## src/rtl/card_irq_pkg.sv

```systemverilog
package card_irq_pkg;

    localparam int HALF_W = 16;

    // register byte offsets (each 32-bit word spans base and base+2)
    localparam int OFF_MAIN_STAT = 'h1C;
    localparam int OFF_MAIN_MASK = 'h20;
    localparam int OFF_IO_STAT   = 'h36;
    localparam int OFF_IO_MASK   = 'h38;

    // positions of the non-sticky level bits in the main status word
    localparam int POS_SIGNAL = 5;
    localparam int POS_WPROT  = 7;
    localparam int POS_BUSY   = 30;

    typedef enum logic {
        IRQ_QUIET,
        IRQ_RAISED
    } irq_state_e;

endpackage

```

## src/rtl/card_irq_status.sv

```systemverilog
module card_irq_status
    import card_irq_pkg::*;
#(
    parameter int              W     = 32,
    parameter logic [W-1:0]    IMPL  = '1,
    parameter logic [W-1:0]    LEVEL = '0
) (
    input  logic                  clk,
    input  logic                  rst_n,
    input  logic [W/HALF_W-1:0]   half_wr,
    input  logic [HALF_W-1:0]     wdata,
    input  logic [W-1:0]          hw_set,
    input  logic [W-1:0]          lvl_in,
    output logic [W-1:0]          value
);

    localparam int           NHALF  = W / HALF_W;
    localparam logic [W-1:0] STICKY = IMPL & ~LEVEL;

    logic [W-1:0] sticky_q;
    logic [W-1:0] clr;

    // software clear: a 0 written in a selected half clears that bit
    generate
        for (genvar h = 0; h < NHALF; h++) begin : g_clr
            assign clr[h*HALF_W +: HALF_W] = half_wr[h] ? ~wdata : '0;
        end
    endgenerate

    // a hardware set in the same cycle as a clear wins
    always_ff @(posedge clk or negedge rst_n) begin
        if (!rst_n) begin
            sticky_q <= '0;
        end else begin
            sticky_q <= ((sticky_q & ~clr) | hw_set) & STICKY;
        end
    end

    assign value = sticky_q | (lvl_in & LEVEL & IMPL);

endmodule

```

## src/rtl/card_irq_mask.sv

```systemverilog
module card_irq_mask
    import card_irq_pkg::*;
#(
    parameter int           W     = 32,
    parameter logic [W-1:0] RESET = '1
) (
    input  logic                clk,
    input  logic                rst_n,
    input  logic [W/HALF_W-1:0] half_wr,
    input  logic [HALF_W-1:0]   wdata,
    output logic [W-1:0]        value
);

    localparam int NHALF = W / HALF_W;

    generate
        for (genvar h = 0; h < NHALF; h++) begin : g_half
            always_ff @(posedge clk or negedge rst_n) begin
                if (!rst_n) begin
                    value[h*HALF_W +: HALF_W] <= RESET[h*HALF_W +: HALF_W];
                end else if (half_wr[h]) begin
                    value[h*HALF_W +: HALF_W] <= wdata;
                end
            end
        end
    endgenerate

endmodule

```

## src/rtl/card_irq_fsm.sv

```systemverilog
module card_irq_fsm
    import card_irq_pkg::*;
(
    input  logic clk,
    input  logic rst_n,
    input  logic pending,
    output logic irq
);

    irq_state_e state_q;
    irq_state_e state_d;

    always_ff @(posedge clk or negedge rst_n) begin
        if (!rst_n) begin
            state_q <= IRQ_QUIET;
        end else begin
            state_q <= state_d;
        end
    end

    always_comb begin
        state_d = state_q;
        unique case (state_q)
            IRQ_QUIET:  if (pending)  state_d = IRQ_RAISED;
            IRQ_RAISED: if (!pending) state_d = IRQ_QUIET;
            default:    state_d = IRQ_QUIET;
        endcase
    end

    always_comb begin
        irq = (state_q == IRQ_RAISED);
    end

endmodule

```

## src/rtl/card_irq_regs.sv

```systemverilog
module card_irq_regs
    import card_irq_pkg::*;
#(
    parameter int                 ADDR_W      = 9,
    parameter int                 MAIN_W      = 32,
    parameter int                 IO_W        = 16,
    parameter logic [MAIN_W-1:0]  MAIN_IMPL   = 32'hE37F_00BD,
    parameter logic [MAIN_W-1:0]  MAIN_MASK_R = 32'h837F_031D,
    parameter logic [IO_W-1:0]    IO_IMPL     = 16'hC007,
    parameter logic [IO_W-1:0]    IO_MASK_R   = 16'hC007
) (
    input  logic              clk,
    input  logic              rst_n,
    input  logic              reg_wr,
    input  logic [ADDR_W-1:0] reg_addr,
    input  logic [HALF_W-1:0] reg_wdata,
    output logic [HALF_W-1:0] reg_rdata,
    input  logic [MAIN_W-1:0] main_evt,
    input  logic [IO_W-1:0]   io_evt,
    input  logic              lvl_sig,
    input  logic              lvl_wprot,
    input  logic              lvl_busy,
    output logic              irq
);

    localparam int MAIN_NH = MAIN_W / HALF_W;
    localparam int IO_NH   = IO_W / HALF_W;
    localparam logic [MAIN_W-1:0] MAIN_LEVEL =
        (MAIN_W'(1) << POS_SIGNAL) | (MAIN_W'(1) << POS_WPROT) | (MAIN_W'(1) << POS_BUSY);

    logic [MAIN_NH-1:0] sel_mst, sel_mmk;
    logic [IO_NH-1:0]   sel_ist, sel_imk;
    logic [MAIN_W-1:0]  st_main, mk_main, lvl_vec;
    logic [IO_W-1:0]    st_io, mk_io;
    logic               pending;

    // half-word address decode
    generate
        for (genvar h = 0; h < MAIN_NH; h++) begin : g_main_dec
            assign sel_mst[h] = (reg_addr == ADDR_W'(OFF_MAIN_STAT + 2*h));
            assign sel_mmk[h] = (reg_addr == ADDR_W'(OFF_MAIN_MASK + 2*h));
        end
        for (genvar h = 0; h < IO_NH; h++) begin : g_io_dec
            assign sel_ist[h] = (reg_addr == ADDR_W'(OFF_IO_STAT + 2*h));
            assign sel_imk[h] = (reg_addr == ADDR_W'(OFF_IO_MASK + 2*h));
        end
    endgenerate

    always_comb begin
        lvl_vec             = '0;
        lvl_vec[POS_SIGNAL] = lvl_sig;
        lvl_vec[POS_WPROT]  = lvl_wprot;
        lvl_vec[POS_BUSY]   = lvl_busy;
    end

    card_irq_status #(.W(MAIN_W), .IMPL(MAIN_IMPL), .LEVEL(MAIN_LEVEL)) u_main_st (
        .clk     (clk),
        .rst_n   (rst_n),
        .half_wr (sel_mst & {MAIN_NH{reg_wr}}),
        .wdata   (reg_wdata),
        .hw_set  (main_evt),
        .lvl_in  (lvl_vec),
        .value   (st_main)
    );

    card_irq_mask #(.W(MAIN_W), .RESET(MAIN_MASK_R)) u_main_mk (
        .clk     (clk),
        .rst_n   (rst_n),
        .half_wr (sel_mmk & {MAIN_NH{reg_wr}}),
        .wdata   (reg_wdata),
        .value   (mk_main)
    );

    card_irq_status #(.W(IO_W), .IMPL(IO_IMPL), .LEVEL('0)) u_io_st (
        .clk     (clk),
        .rst_n   (rst_n),
        .half_wr (sel_ist & {IO_NH{reg_wr}}),
        .wdata   (reg_wdata),
        .hw_set  (io_evt),
        .lvl_in  ('0),
        .value   (st_io)
    );

    card_irq_mask #(.W(IO_W), .RESET(IO_MASK_R)) u_io_mk (
        .clk     (clk),
        .rst_n   (rst_n),
        .half_wr (sel_imk & {IO_NH{reg_wr}}),
        .wdata   (reg_wdata),
        .value   (mk_io)
    );

    // read multiplexer: reads have no side effects
    always_comb begin
        reg_rdata = '0;
        for (int h = 0; h < MAIN_NH; h++) begin
            if (sel_mst[h]) reg_rdata = st_main[h*HALF_W +: HALF_W];
            if (sel_mmk[h]) reg_rdata = mk_main[h*HALF_W +: HALF_W];
        end
        for (int h = 0; h < IO_NH; h++) begin
            if (sel_ist[h]) reg_rdata = st_io[h*HALF_W +: HALF_W];
            if (sel_imk[h]) reg_rdata = mk_io[h*HALF_W +: HALF_W];
        end
    end

    assign pending = (|(st_main & ~mk_main)) | (|(st_io & ~mk_io));

    card_irq_fsm u_fsm (
        .clk     (clk),
        .rst_n   (rst_n),
        .pending (pending),
        .irq     (irq)
    );

endmodule

```

## config.mk

```make
export PLATFORM = sky130hd
export DESIGN_NAME = card_irq_regs
export DESIGN_NICKNAME = d
export VERILOG_FILES = /design/src/rtl/card_irq_pkg.sv /design/src/rtl/card_irq_status.sv /design/src/rtl/card_irq_mask.sv /design/src/rtl/card_irq_fsm.sv /design/src/rtl/card_irq_regs.sv
export SDC_FILE = /design/constraint.sdc
export NUM_CORES = 1
export LEC_CHECK = 0
export ABC_AREA = 1
export ABC_CLOCK_PERIOD_IN_PS = 2690
export BUFFER_PORTS_ARGS = -buffer_cell sky130_fd_sc_hd__buf_2
export CAP_MARGIN = 20
export CORE_MARGIN = 3
export CORE_UTILIZATION = 57
export DETAILED_ROUTE_END_ITERATION = 12
export MAX_ROUTING_LAYER = met4
export PLACE_DENSITY = 0.84
export RECOVER_POWER = 25
export SLEW_MARGIN = 20
export SYNTH_ARGS = -nofsm -noshare
export SYNTH_HDL_FRONTEND = slang
export SYNTH_SLANG_ARGS = --single-unit
export TNS_END_PERCENT = 5
```

## constraint.sdc

```tcl
create_clock -name clk -period 2.69 [get_ports clk]
set_input_delay 0.1345 -clock clk [delete_from_list [all_inputs] [get_ports clk]]
set_output_delay 0.1345 -clock clk [all_outputs]
set_load 0.1 [all_outputs]
```

# --- Word-level counts from Yosys, hierarchy flattened ---
# Cells that the tools add are included.
word_totals:
  reg_bits: 69
  inputBits: 79
  output_inout_bits: 17
  wordCells: 41
classes:
  eq_ne: 6
  n_mux: 10
  bitwise: 17
  n_reduce_logical: 2
ops:
  columns: ["cell", "count"]
  rows:
  - ["2-to-1 mux 16 bit", 9]
  - ["AND 32 bit", 2]
  - ["inverter 32 bit", 2]
  - ["inverter 16 bit", 3]
  - ["== test 9 x 6 -> 1 bit, second input constant", 4]
  - ["AND 16 bit", 2]
  - ["OR 32 x 31 -> 32 bit", 1]
  - ["OR 32 bit", 1]
  - ["OR reduction 32 bit", 1]
  - ["== test 9 x 5 -> 1 bit, second input constant", 2]
  - ["OR 16 bit", 1]
  - ["OR reduction 16 bit", 1]
  - ["AND 2 bit", 2]
  - ["AND 1 bit", 2]
  - ["2-to-1 mux 1 bit", 1]
  - ["OR 1 bit", 1]

# --- Logic depth before layout (Yosys ltp) ---
depth:
  word_depth: 7
  depth_mapped: 9
  depth_no_buf: 8

# --- Hierarchy ---
# Synthesis repeated with hierarchy kept, for this count alone.
unflattened:
  hier_cells: 678
  area_unflattened_um2: 4588.2
by_module_without_submodules:
  columns: ["module", "n_inst", "cells_per_inst", "area_each_um2", "seq_area_each_um2"]
  rows:
  - ["card_irq_regs", 1, 326, 1556.5, 0.0]
  - ["card_irq_mask (u_main_mk)", 1, 136, 1266.2, 820.8]
  - ["card_irq_status (u_main_st)", 1, 105, 784.5, 375.4]
  - ["card_irq_mask (u_io_mk)", 1, 68, 650.6, 406.6]
  - ["card_irq_status (u_io_st)", 1, 42, 305.3, 125.1]
  - ["card_irq_fsm", 1, 1, 25.0, 25.0]

# --- Least setup slack after synthesis ---
# Ideal clock, no wire load.
synth_timing:
  path_kind: "input to output"
  start: "input port reg_addr[7]"
  end: "output port reg_rdata[7]"
  t_arrival_ps: 1599
  t_required_ps: 2556
  setup_slack_ps: 957
  stages: 8
  path_buffers: 1
  path_cell_list: "nor2_2 nand3_1 inv_1 nand2_1 inv_2 buf_2 nand2_1 nand4_1"
synth_via:
  elab_chain_len: 7
  word_cells_on_any_way: 12
  cone_classes: "eq/ne (6); mux (6)"
synth_rtl:
  columns: ["element", "line", "source"]
  rows:
  - ["start, declared", "card_irq_regs.sv:15", "input logic [ADDR_W-1:0] reg_addr,"]
  - ["== test 9 x 5 -> 1 bit", "card_irq_regs.sv:40", "assign sel_mst[h] = (reg_addr == ADDR_W'(OFF_MAIN_STAT + 2*h));"]
  - ["2-to-1 mux 16 bit", "card_irq_regs.sv:96", "if (sel_mst[h]) reg_rdata = st_main[h*HALF_W +: HALF_W];"]
  - ["2-to-1 mux 16 bit", "card_irq_regs.sv:97", "if (sel_mmk[h]) reg_rdata = mk_main[h*HALF_W +: HALF_W];"]
  - ["2-to-1 mux 16 bit", "card_irq_regs.sv:96", null]
  - ["2-to-1 mux 16 bit", "card_irq_regs.sv:97", null]
  - ["2-to-1 mux 16 bit", "card_irq_regs.sv:100", "if (sel_ist[h]) reg_rdata = st_io[h*HALF_W +: HALF_W];"]
  - ["2-to-1 mux 16 bit *", "card_irq_regs.sv:101", "if (sel_imk[h]) reg_rdata = mk_io[h*HALF_W +: HALF_W];"]
  - ["end, declared", "card_irq_regs.sv:17", "output logic [HALF_W-1:0] reg_rdata,"]
# Mark *: on every way between the ends. The rest lies on a longest branch, timed or not.

# --- Final worst setup path ---
layout_timing:
  start: "input port reg_addr[7]"
  end: "output port reg_rdata[14]"
# Same word-level chain as after synthesis.

==> impl_metrics.ini <==
[worst_hold_path]
min_to = u_main_st.sticky_q[21]
hold_path_startpoint = main_evt[21]
hold_class = in2reg
hold_depth = 2

[global_routing]
grt_overflow = 0
grt_pass1_wl_um = 15800
grt_pass1_vias = 3354
grt_usage = 0.283
grt_start_max_net_pins = 37
antenna_found_initial = 0

[synthesis]
synth_compound_area_frac = 0.155
synthTopCellsByArea = dfrtp_1 (33%), dfstp_2 (15%), nand2_1 (12%), inv_1 (6.7%), nor2_1 (4.7%)
syn-num-nets = 533
yosysTopAreaCell = dfrtp_1
syn_avg_cell_area_um2 = 8.04
synth.distinct_cells = 27
syn-cell-area_mm2 = 0.00365
synthAdderAreaFrac = 0
yosysWarnings = 0
ys_seq_elements = 69
synth_simple_gate_area_frac = 0.266
yosysSeqAreaShare = 0.480
synth_mux_area_frac = 0
synth.top_cell.area_share = 0.329
synth_xor_xnor_area_share = 0
synth_cells = 454
synth_top_family_by_area = simple AND/OR/NAND/NOR gates

[routing]
dr.first_iter.drc_count = 276
vias_per_cell = 5.50
drt_pre_antenna_iters = 6
drtAntennaViolNets = 0
vias = 3406
wl_per_cell_um = 15.5
drt-total-wl_um = 9610
drc = 0

[job]
cap_violations = 0

[die]
die_area_mm2 = 0.00740
coreArea_mm2 = 0.00606
ios = 96
die_h_um = 86.0
die_w_um = 86.0
initial_core_util = 0.602
core.rowCount = 28

[power]
sw_frac_of_total = 0.238
p_sw_mw = 0.503
internal_power_mw = 1.61
clkPwrFrac = 0.407
ir_worst_vdd_v = 0.000474
power_mw = 2.11
power_frac_seq = 0.510
leakage_nw = 2.28
power_frac_comb = 0.083
cellPowerDensity_mw_per_mm2 = 486

[cts]
root_buffer = clkbuf_8
post_cts_buffers = 0
clock_latency_ps = 340
cts.sinks = 69
cts_buffer_depth = 2
cts_tree = built
h-tree-depth = 3
clkTransAtPathRegs_ps = 70
numCtsBuffers = 9

[cells_and_area]
final.fill_count = 490
layout-drive-gt1-share = 0.250
nNetsFinal = 618
utilization = 0.718
antenna_cells = 0
syn2layout_area_growth_pct = 19.3
stdcell_count = 619

[place]
place_congestion = 0.894
io_buffers = 67
dp.cells = 586
hpwl_um = 6550

[sta]
post-route-min-period_ps = 2040
whs_ps = 3.54
finalSetupTns_ps = 0
max_slew.worst_pin.slew_ps = 838
max_freq_ghz = 0.490
period_share = 0.759
finalSetupViolCount = 0
slew_viol_final = 0
relSlewSlack = 0.441
hold_viol = 0
finClkSkew_ps = 5.12
rsz0062_at_grt = no

[critical_path]
r2r_cells = 5
arrival_ps = 1910
critical_path_class = in2out
crit_required_ps = 2560
reg2reg_slack_ps = 1500
cp_max_fo = 4
start_kind = input port
critPathCaptureType = output port
r2r-end = u_fsm.irq
regToRegStartpoint = u_main_mk.value[16]

[status]
status = complete, no violations
-- synthesized netlist by cell type, drive strengths merged --
library cell / count
a21oi: 1
a22oi: 6
buf: 12
dfrtp: 48
dfstp: 21
inv: 66
nand2: 123
nand3: 32
nand4: 5
nor2: 53
nor3: 6
nor4: 1
o2111ai: 1
o21ai: 55
o21bai: 14
o22ai: 7
o31ai: 3
-- worst max path at each step --
stage,start,endpoint,slack [ps],depth (start not counted)
5_1_grt,reg_addr[7],reg_rdata[1],470,7
2_1_floorplan,reg_addr[7],reg_rdata[7],960,8
6_report,reg_addr[7],reg_rdata[14],650,7
4_1_cts,reg_addr[3],reg_rdata[5],770,9
3_3_place_gp,reg_addr[3],reg_rdata[3],810,9
3_5_place_dp,reg_addr[3],reg_rdata[15],770,9
-- cell type report --
type	instances	area [µm²]	area share
Sequential cell	69	1750	0.403
Timing Repair Buffer	86	520	0.120
Clock buffer	12	155	0.0356
Inverter	66	248	0.0569
Tap cell	75	93.8	0.0216
Multi-Input combinational cell	307	1540	0.353
Clock inverter	4	47.5	0.0109
-- per-stage QoR --
stage / instance area [µm²] / setup WS, ps
after floorplan: 3650 / 957
after global placement: 3980 / 809
after detailed placement: 3980 / 773
after CTS: 4360 / 766
after global routing: 4350 / 466
final: 4350 / 648
-- logic make-up (layout without fill, tap and decap cells) --
group | count (synthesis) | in the layout
buffers and inverters | 78 | 168
and+or+nand+nor | 220 | 220
AOI/OAI and AO/OA | 87 | 87
DFF | 69 | 69
-- sequential cells by signal, indices dropped and copies added, names as in the netlist --
register and cells:
u_fsm.irq 1, u_io_mk.value 16, u_io_st.value 5, u_main_mk.value 32
u_main_st.sticky_q 15
-- metal layers --
metal	up-vias	GRT usage	wire, µm
li1	1629	-	-
met1	1584	0.350	3970
met2	168	0.453	4680
met3	25	0.0624	732
met4	0	0.109	241
met5	-	-	0
-- placed cells by master (no fill, tap or decap), drive strengths merged, types with 3 or more instances in the layout --
cell and n:
nand4 5, clkbuf 12, o31ai 3, dfstp 21, inv 66, nand2 123, dlygate4sd3 17, o21ai 55
nor2 53, nor3 6, nand3 32, buf 69, dfrtp 48, o21bai 14, a22oi 6, o22ai 7
-- worst max-delay path, cell delays in order --
cell     delay, ps
buf_2          100
nor2_1         190
nand3_1        200
nor4_1         610
nand2_1        110
nand3_1        120
buf_2          430
-- power by group through the flow --
stage                     registers (mW)  logic [mW]  clock network (mW)
after floorplan                     1.09      0.0701                   0
after global placement              1.09       0.149                   0
after detailed placement            1.10       0.155                   0
after CTS                           1.08       0.175               0.873
after global routing                1.08       0.195               0.924
final                               1.08       0.175               0.860
-- what timing repair did --
item / 4_1_cts / 5_1_grt
hold buffers: 17 / 0
resized for setup: 0 / 0
hold endpoints to repair: 36 / 0
Power figures use the tool's default switching activity.
